### config.mk
export PLATFORM = sky130hd
export DESIGN_NAME = retry_limit_ctl
export DESIGN_NICKNAME = d
export VERILOG_FILES = /design/src/rtl/retry_limit_ctl.sv
export SDC_FILE = /design/constraint.sdc
export NUM_CORES = 1
export LEC_CHECK = 0
export BUFFER_PORTS_ARGS = -buffer_cell sky130_fd_sc_hd__buf_4
export CAP_MARGIN = 20
export CORE_UTILIZATION = 55
export DETAILED_ROUTE_END_ITERATION = 10
export GPL_ROUTABILITY_DRIVEN = 0
export MAX_ROUTING_LAYER = met4
export PLACE_DENSITY = 0.95
export SKIP_CTS_REPAIR_TIMING = 1
export SLEW_MARGIN = 20
export SYNTH_ARGS = -nofsm -noshare
export SYNTH_HDL_FRONTEND = slang
export SYNTH_SLANG_ARGS = --single-unit
### constraint.sdc
create_clock -name clk -period 3.55 [get_ports clk]
set_input_delay 0.355 -clock clk [delete_from_list [all_inputs] [get_ports clk]]
set_output_delay 0.355 -clock clk [all_outputs]
set_load 0.005 [all_outputs]
### src/rtl/retry_limit_ctl.sv
module retry_limit_ctl #(
  parameter int DW = 32,
  parameter int LW = 8
) (
  input  logic          clk,
  input  logic          rst_n,
  input  logic          cfg_we,
  input  logic [LW-1:0] cfg_limit,
  input  logic          irq_clr,
  input  logic          req_start,
  input  logic          req_write,
  input  logic          req_wdata_vld,
  output logic          rsp_valid,
  output logic          rsp_err,
  output logic [DW-1:0] rsp_data,
  input  logic          bus_park,
  input  logic          bus_gnt,
  output logic          bus_req,
  output logic          cyc_start,
  input  logic          term_retry,
  input  logic          term_done,
  input  logic [DW-1:0] term_rdata,
  output logic          irq
);
  typedef enum logic [1:0] {S_IDLE, S_WDATA, S_REQ, S_BUS} st_t;

  st_t           st;
  logic [LW-1:0] lim_reg, lim_cur, cnt;
  logic          wr;

  wire           own    = bus_gnt | bus_park;
  wire [LW-1:0]  cnt_nx = cnt + 1'b1;
  wire           retry  = (st == S_BUS) && term_retry && !term_done;
  wire           hit    = retry && (lim_cur != '0) && (cnt_nx == lim_cur);

  assign bus_req   = (st == S_REQ) && !bus_park;
  assign cyc_start = (st == S_REQ) && own;

  always_ff @(posedge clk or negedge rst_n) begin
    if (!rst_n) begin
      st        <= S_IDLE;
      lim_reg   <= '0;
      lim_cur   <= '0;
      cnt       <= '0;
      wr        <= 1'b0;
      rsp_valid <= 1'b0;
      rsp_err   <= 1'b0;
      rsp_data  <= '0;
      irq       <= 1'b0;
    end else begin
      rsp_valid <= 1'b0;
      if (cfg_we) lim_reg <= cfg_limit;
      if (hit)          irq <= 1'b1;
      else if (irq_clr) irq <= 1'b0;
      case (st)
        S_IDLE: if (req_start) begin
          cnt     <= '0;
          lim_cur <= lim_reg;
          wr      <= req_write;
          st      <= (req_write && !req_wdata_vld) ? S_WDATA : S_REQ;
        end
        S_WDATA: if (req_wdata_vld) st <= S_REQ;
        S_REQ:   if (own) st <= S_BUS;
        S_BUS: begin
          if (term_done) begin
            rsp_valid <= 1'b1;
            rsp_err   <= 1'b0;
            rsp_data  <= wr ? '0 : term_rdata;
            cnt       <= '0;
            st        <= S_IDLE;
          end else if (hit) begin
            rsp_valid <= 1'b1;
            rsp_err   <= 1'b1;
            rsp_data  <= '0;
            cnt       <= '0;
            st        <= S_IDLE;
          end else if (retry) begin
            cnt <= cnt_nx;
            st  <= S_REQ;
          end
        end
        default: st <= S_IDLE;
      endcase
    end
  end
endmodule

# Word level (Yosys, flattened, before mapping)
# Cells that the tools add are included.
# W data, S select, Z words.
totals:
  register_bits: 62
  inputBits: 51
  output_inout_bits: 37
  word_cells: 61
classes:
  addsub: 1
  eq_ne: 8
  mux: 23
  bitwise: 1
  n_reduce_logical: 19
op_table:
  columns: ["operator", "n"]
  rows:
  - ["$mux W32", 3]
  - ["$mux W8", 4]
  - ["$pmux W8 S2", 1]
  - ["$mux W2", 7]
  - ["$add A8 B1 Y8 const B", 1]
  - ["$eq A8 B8 Y1", 1]
  - ["$pmux W2 S4", 1]
  - ["$reduce_bool A8 Y1", 1]
  - ["$logic_and A1 B1 Y1", 7]
  - ["$mux W1", 7]
  - ["$ne A2 B2 Y1 const B", 3]
  - ["$reduce_bool A2 Y1", 3]
  - ["$eq A2 B2 Y1 const B", 2]
  - ["$ne A4 B4 Y1 const B", 1]
  - ["$reduce_and A2 Y1", 2]
  - ["$reduce_and A4 Y1", 1]
  - ["$logic_not A1 Y1", 3]
  - ["$reduce_and A3 Y1", 1]
  - ["$eq A2 B1 Y1 const B", 1]
  - ["$logic_not A2 Y1", 1]
  - ["$or A1 B1 Y1", 1]

# Logic depth before layout (Yosys ltp)
# Gate-level depths: netlist (run 1).
depth:
  ltp_word: 8
  depth_mapped: 8
  mapped_depth_nobuf: 7

# Worst setup path after synthesis (run 1)
# Ideal clock, no wire load.
synth_timing:
  path_type: "flip-flop to flip-flop"
  from: "register cnt[0]"
  to: "register st[1]"
  setup_time_ns: 0.126
  arrival_ns: 2.101
  required_time_ns: 3.424
  slack_ns: 1.323
  stages_incl_launch_ff: 8
  path_buffers: 1
  period_less_slack_ns: 2.227
  path_cell_list: "dfrtp_1 -> ha_1 -> xor2_1 -> nor3_1 -> o311ai_0 -> a2111o_1 -> buf_6 -> a221o_1"
synth_via:
  elab_chain_cells: 6
  word_cells_on_any_way: 8
  cone_classes: "add/sub: 1; eq/ne: 2; mux: 3; reduce/logical: 2"
synth_lines:
  columns: ["element", "line_no", "rtl"]
  rows:
  - ["start, declared", "28", "logic [LW-1:0] lim_reg, lim_cur, cnt;"]
  - ["start signal, assigned", "78", "cnt <= cnt_nx;"]
  - ["$add A8 B1 Y8 (*)", "32", "wire [LW-1:0] cnt_nx = cnt + 1'b1;"]
  - ["$eq A8 B8 Y1 (*)", "34", "wire hit = retry && (lim_cur != '0) && (cnt_nx == lim_cur);"]
  - ["$logic_and A1 B1 Y1 (*)", "34", null]
  - ["$mux W2", "71", "end else if (hit) begin"]
  - ["$mux W2", "65", "if (term_done) begin"]
  - ["$pmux W2 S4", "55", "case (st)"]
  - ["end signal, assigned", "60", "st <= (req_write && !req_wdata_vld) ? S_WDATA : S_REQ;"]
  - ["end, declared", "27", "st_t st;"]
# Every way passes the cells marked *; elsewhere a longest branch is shown, timed or not.
# A chain may end at the register's enable or synchronous reset.

# Worst setup path in the final report (run 1)
layout_timing:
  from: "register cnt[0]"
  to: "register cnt[3]"
layout_via:
  elab_chain_cells: 6
  word_cells_on_any_way: 9
  cone_classes: "add/sub: 1; eq/ne: 2; mux: 4; reduce/logical: 2"
layout_lines:
  columns: ["element", "line_no"]
  rows:
  - ["$add A8 B1 Y8 (*)", "32"]
  - ["$eq A8 B8 Y1", "34"]
  - ["$logic_and A1 B1 Y1", "34"]
  - ["$mux W8", "71"]
  - ["$mux W8", "65"]
  - ["$pmux W8 S2", "55"]
# Every way passes the cells marked *; elsewhere a longest branch is shown, timed or not. The select of a mux whose other input is x is not followed.

==> results of run 1 <==
[layer usage]
metal	part of all wire (%)	wire length, µm	vias to the layer above
met4	3.7	272	0
met5	0	0	-
met1	37	2710	1186
met3	6.8	504	32
met2	53	3880	151
li1	-	-	1075
[final cells by class]
type	instances	area, µm²	share of cell area (%)
multi-input cells	160	1170	31.5
clock buffers	10	128	3.43
well taps	67	83.8	2.25
inverters	9	33.8	0.907
clock inverters	6	86.3	2.32
repair buffers	89	668	17.9
flip-flops and latches	62	1550	41.7
[worst paths after layout]
| check | startpoint | to | slack (ps) |
|---|---|---|---|
| setup / recovery | cnt[0]$_DFFE_PN0P_ | cnt[3]$_DFFE_PN0P_ | 830 |
| hold / removal | rst_n | lim_reg[6]$_DFFE_PN0P_ | 80 |
| setup reg to reg | cnt[0]$_DFFE_PN0P_ | cnt[3]$_DFFE_PN0P_ | 830 |
| hold reg to reg | rsp_err$_DFFE_PN0P_ | rsp_err$_DFFE_PN0P_ | 490 |
| max in group asynchronous | rst_n | cnt[6]$_DFFE_PN0P_ | 2960 |
| min in group clk | irq_clr | irq$_DFFE_PN0P_ | 190 |
[critical path, stage by stage, from the launching register on]
cell and delay, ps:
dfrtp_1 450, ha_1 330, nand3_1 260, o311ai_0 670
a2111o_1 420, nand2_1 230, o31ai_1 260
[cells in the mapped netlist (all sizes together), types with 2 or more instances]
library cell / count
a22o: 32
or3: 2
inv: 9
buf: 8
dfrtp: 62
o21ai: 13
ha: 6
nor4: 4
nor2: 12
a22oi: 4
nor3: 4
a211oi: 3
clkbuf: 6
nand3: 6
mux2: 17
nand2b: 3
nor2b: 3
xor2: 2
o31ai: 2
a21oi: 5
xnor2: 4
nand2: 19
nand3b: 2
[power breakdown]
group	leakage (nW)	total (mW)	switching (mW)	internal, mW
clock network	0.106	0.673	0.279	0.394
registers	0.795	1.18	0.209	0.974
logic	0.871	1.06	0.458	0.603
[metrics by stage]
step | cell area, µm² | setup slack [ps] | util (%) | hold slack (ps)
after global routing | 3720 | 681 | 76.8 | 142
after floorplan | 2850 | 1320 | - | 59.4
final | 3720 | 829 | 76.8 | 80.3
after detailed placement | 3510 | 929 | 72.4 | 472
after CTS | 3720 | 916 | 76.8 | 108
after global placement | 3510 | 1110 | 72.4 | 464
[logic make-up after synthesis]
kind of cell / Yosys count / share of synthesized area [%]
simple gates: 60 / 10.5
xor+xnor: 6 / 1.85
compound gates: 71 / 19.5
fa+ha+maj: 6 / 2.64
buf+inv: 23 / 4.31
mux: 17 / 6.73
flops: 62 / 54.5
==> summary.txt, run 1 <==
Timing
  • Fmax: 368 MHz
  • RSZ-0062 raised after global routing: false
  • Final TNS setup: 0 ps
  • Setup Skew: 14.3 ps
  • Relative slew slack: 49.5%
  • Fin crit period: 2720 ps
  • Final setup fails: 0
  • Final hold vios: 0
  • Pins over their slew limit: 0
  • Slew @ Worst Pin: 757 ps
  • Final period utilization: 76.6%

Synthesis
  • Synth Register Bits: 62
  • Netlist cell types: 45
  • Ys Warns: 0
  • Synth Net Count: 302
  • Top_reg_cell synth: dfrtp_1
  • Post-synth ARST share: 100%
  • Cells taking the most area after synthesis: dfrtp_1 (55%), a22o_1 (9.9%), mux2_2 (6.7%)
  • Share of the synthesized area in the top cell type: 54.5%
  • Post-synth EDFFs: 0
  • Post-synth top area cell: dfrtp_1
  • Seq/Total Area, Yosys: 54.5%
  • Post-Synthesis Cells: 245
  • Syn Std Cell Area: 2850 µm²
  • Syn Area/Cell: 11.6 µm²

Worst setup path
  • Critical Path RT: 3800 ps
  • Worst Reg-to-Reg Cells: 6
  • Critical path type: reg -> reg
  • Critical path capture point type: flop
  • CP max FO: 12
  • Startpoint types: flop
  • Arr. time, crit path: 2970 ps

Clocking
  • Clock buffer depth: 2
  • CTS clk-pin slew, worst paths: 70 ps
  • Worst-skew pair later-pin latency: 340 ps
  • CTS tree: done
  • H-tree Lvls: 3
  • TritonCTS buffer count: 9
  • TritonCTS Sinks: 62
  • Root buffer cell: clkbuf_8

Detailed routing
  • Drc violations: 0
  • Post-route ant nets: 0
  • Vias: 2444
  • WL/cell: 18.3 µm
  • Vias per cell: 6.06
  • DRT Pass-1 Iters: 8
  • Drt first-iter violations: 331
  • Final Routed Wirelength: 7.37 mm

Floorplanning
  • Die ar.: 5460 µm²
  • Core Footprint: 4850 µm²
  • Die width: 73.9 µm
  • Die H: 73.9 µm
  • Row Count: 25
  • I/O Pins: 88
  • Initial core utilization: 58.7%

Job
  • Number of max-cap violations: 0

Place
  • Placed insts: 387
  • Estimated wirelength of the detail-placed design: 4.96 mm
  • Buffers on Ports: 87

GRT
  • Largest net degree at the start of global routing: 63
  • Met1 usage in global routing: 35.2%
  • GR Util All Layers: 30.0%
  • M2 GR Usage: 48.3%
  • Global-route wire length before repair: 11.5 mm
  • Vias in the first global route: 2372
  • Met3 Use GR: 5.90%
  • GRT overflow: 0
  • Initial antenna violation count: 0
  • Grt peak-use layer: met2

Finish
  • Final std cells w/o fill: 403
  • Largest register by flop count: rsp_data
  • ANT cells: 0
  • Largest register FFs: 32
  • Most frequent cells in the layout: buf_4 (89), dfrtp_1 (62), a22o_1 (32)
  • Fill cells: 311
  • Layout area overhead: 30.9%
  • Most common cell after layout, fill and taps aside: buf_4
  • Nets: 388
  • Fraction of layout cells with a size suffix above 1: 38.1%

Pwr
  • Leakage: 1.77 nW
  • VDD IR max: 0.000474 V
  • Cell Pwr Density: 783 nW/µm²
  • Post-layout power: 2.92 mW

Hold path
  • Min-Delay Path Class: in -> async

Outcome
  • Outcome: finished clean
(Power assumes the default switching activity.)
==> run 2, diff against run 1 <==
CORE_UTILIZATION = 46   (was 55)
PLACE_DENSITY = 0.86   (was 0.95)
clock period = 2.46 ns   (was 3.55 ns; I/O delays follow)
==> summary.txt, run 2 (synthesized netlist as in run 1, its figures left out) <==
Worst setup path
  • Top cell family by delay on the critical path: compound AO/OA/AOI/OAI gates
  • CP max FO: 12
  • CP peak stage delay: 550 ps
  • WP buf/inv: 0
  • Critical path type: reg -> reg
  • Arr. time, crit path: 2530 ps
  • Crit-path slowest cell: a2111o_1
  • Critical path capture point type: flop
  • Startpoint types: flop
  • CP cell instances: ha_1 > xor2_1 > nor3_1 > o311ai_1 > a2111o_1 > nand2_1 > o21ai_0
  • Critical Path RT: 2660 ps

GRT
  • Met3 Use GR: 5.91%
  • Met1 usage in global routing: 27.8%
  • GRT overflow: 0
  • Vias in the first global route: 2379
  • Grt peak-use layer: met2
  • GR Util All Layers: 22.7%
  • M2 GR Usage: 34.7%
  • Initial antenna violation count: 0
  • Global-route wire length before repair: 10.8 mm
  • Largest net degree at the start of global routing: 63

Timing
  • Pins over their slew limit: 0
  • Relative slew slack: 49.9%
  • Final TNS setup: 0 ps
  • Setup Skew: 7.41 ps
  • Final setup fails: 0
  • Fin crit period: 2340 ps
  • RSZ-0062 raised after global routing: false
  • Worst hold margin: -23.0 ps
  • Slew @ Worst Pin: 751 ps
  • Final period utilization: 94.9%
  • Fmax: 428 MHz
  • PnR worst setup slack: 125 ps
  • Final hold vios: 32

Finish
  • Most common cell after layout, fill and taps aside: buf_4
  • Largest register by flop count: rsp_data
  • Fraction of layout cells with a size suffix above 1: 39.1%
  • Most frequent cells in the layout: buf_4 (92), dfrtp_1 (62), a22o_1 (32)
  • Largest register FFs: 32
  • Nets: 392
  • Layout area overhead: 33.2%
  • ANT cells: 0

Pwr
  • Leakage: 1.80 nW
  • Post-layout power: 4.19 mW
  • VDD IR max: 0.000623 V
  • Cell Pwr Density: 1100 nW/µm²

Clocking
  • CTS tree: done
  • Clock buffer depth: 2
  • CTS clk-pin slew, worst paths: 70 ps
  • H-tree Lvls: 3
  • Root buffer cell: clkbuf_8
  • TritonCTS buffer count: 9
  • Worst-skew pair later-pin latency: 330 ps
  • TritonCTS Sinks: 62

Floorplanning
  • Die width: 80.6 µm
  • Die ar.: 6500 µm²
  • Die H: 80.6 µm
  • Initial core utilization: 47.8%
  • Core Footprint: 5960 µm²
  • Row Count: 28
  • I/O Pins: 88

Outcome
  • Failing checks: hold timing
  • Outcome: finished with violations

Detailed routing
  • Drt first-iter violations: 184
  • DRT Pass-1 Iters: 5
  • Vias: 2381
  • Post-route ant nets: 0
  • Vias per cell: 5.74
  • WL/cell: 16.1 µm
  • Final Routed Wirelength: 6.69 mm
  • Drc violations: 0

Hold path
  • Min-Delay Path Class: in -> async

Job
  • Number of max-cap violations: 0

Place
  • Worst slack, placed: 111 ps
  • Estimated wirelength of the detail-placed design: 4.78 mm
  • Buffers on Ports: 87
==> run 2: layer usage <==
layer / part of all wire (%) / vias to the layer above / routed length, µm
met2: 50 / 120 / 3320
met5: 0 / - / 0
met4: 2.4 / 0 / 161
met1: 42 / 1157 / 2780
li1: - / 1082 / -
met3: 6.3 / 22 / 424
==> run 2: cell type report <==
type / count / area (µm²)
fillers: 485 / 2160
clock buffers: 11 / 141
clock inverters: 5 / 81.3
well taps: 75 / 93.8
flip-flops and latches: 62 / 1550
inverters: 9 / 33.8
repair buffers: 93 / 711
multi-input cells: 160 / 1180
==> run 2: worst paths after layout <==
path | start | endpoint | slack [ps] | cells past startpoint
max in group asynchronous | rst_n | rsp_valid$_DFF_PN0_ | 1980 | 1
min | rst_n | st[1]$_DFFE_PN0P_ | -20 | 1
min in group clk | term_rdata[27] | rsp_data[27]$_DFFE_PN0P_ | 120 | 2
min reg2reg | rsp_err$_DFFE_PN0P_ | rsp_err$_DFFE_PN0P_ | 500 | 2
max | cnt[1]$_DFFE_PN0P_ | cnt[0]$_DFFE_PN0P_ | 120 | 7
max reg2reg | cnt[1]$_DFFE_PN0P_ | cnt[0]$_DFFE_PN0P_ | 120 | 7
==> run 2: where the power goes <==
group	leakage, nW	switching, mW	total, mW	internal (mW)
Combinational	0.899	0.632	1.51	0.882
Sequential	0.795	0.276	1.68	1.41
Clock	0.110	0.392	0.992	0.600
==> run 2: per-stage QoR <==
stage / hold slack (ps) / utilization (%) / instances / cell area, µm²
3_5_place_dp: 374 / 59.8 / 399 / 3560
3_3_place_gp: 361 / 59.8 / 399 / 3560
6_report: -23.0 / 63.7 / 415 / 3790
5_1_grt: 38.5 / 63.7 / 415 / 3790
4_1_cts: 6.85 / 63.6 / 415 / 3790
2_1_floorplan: -49.6 / - / 245 / 2850
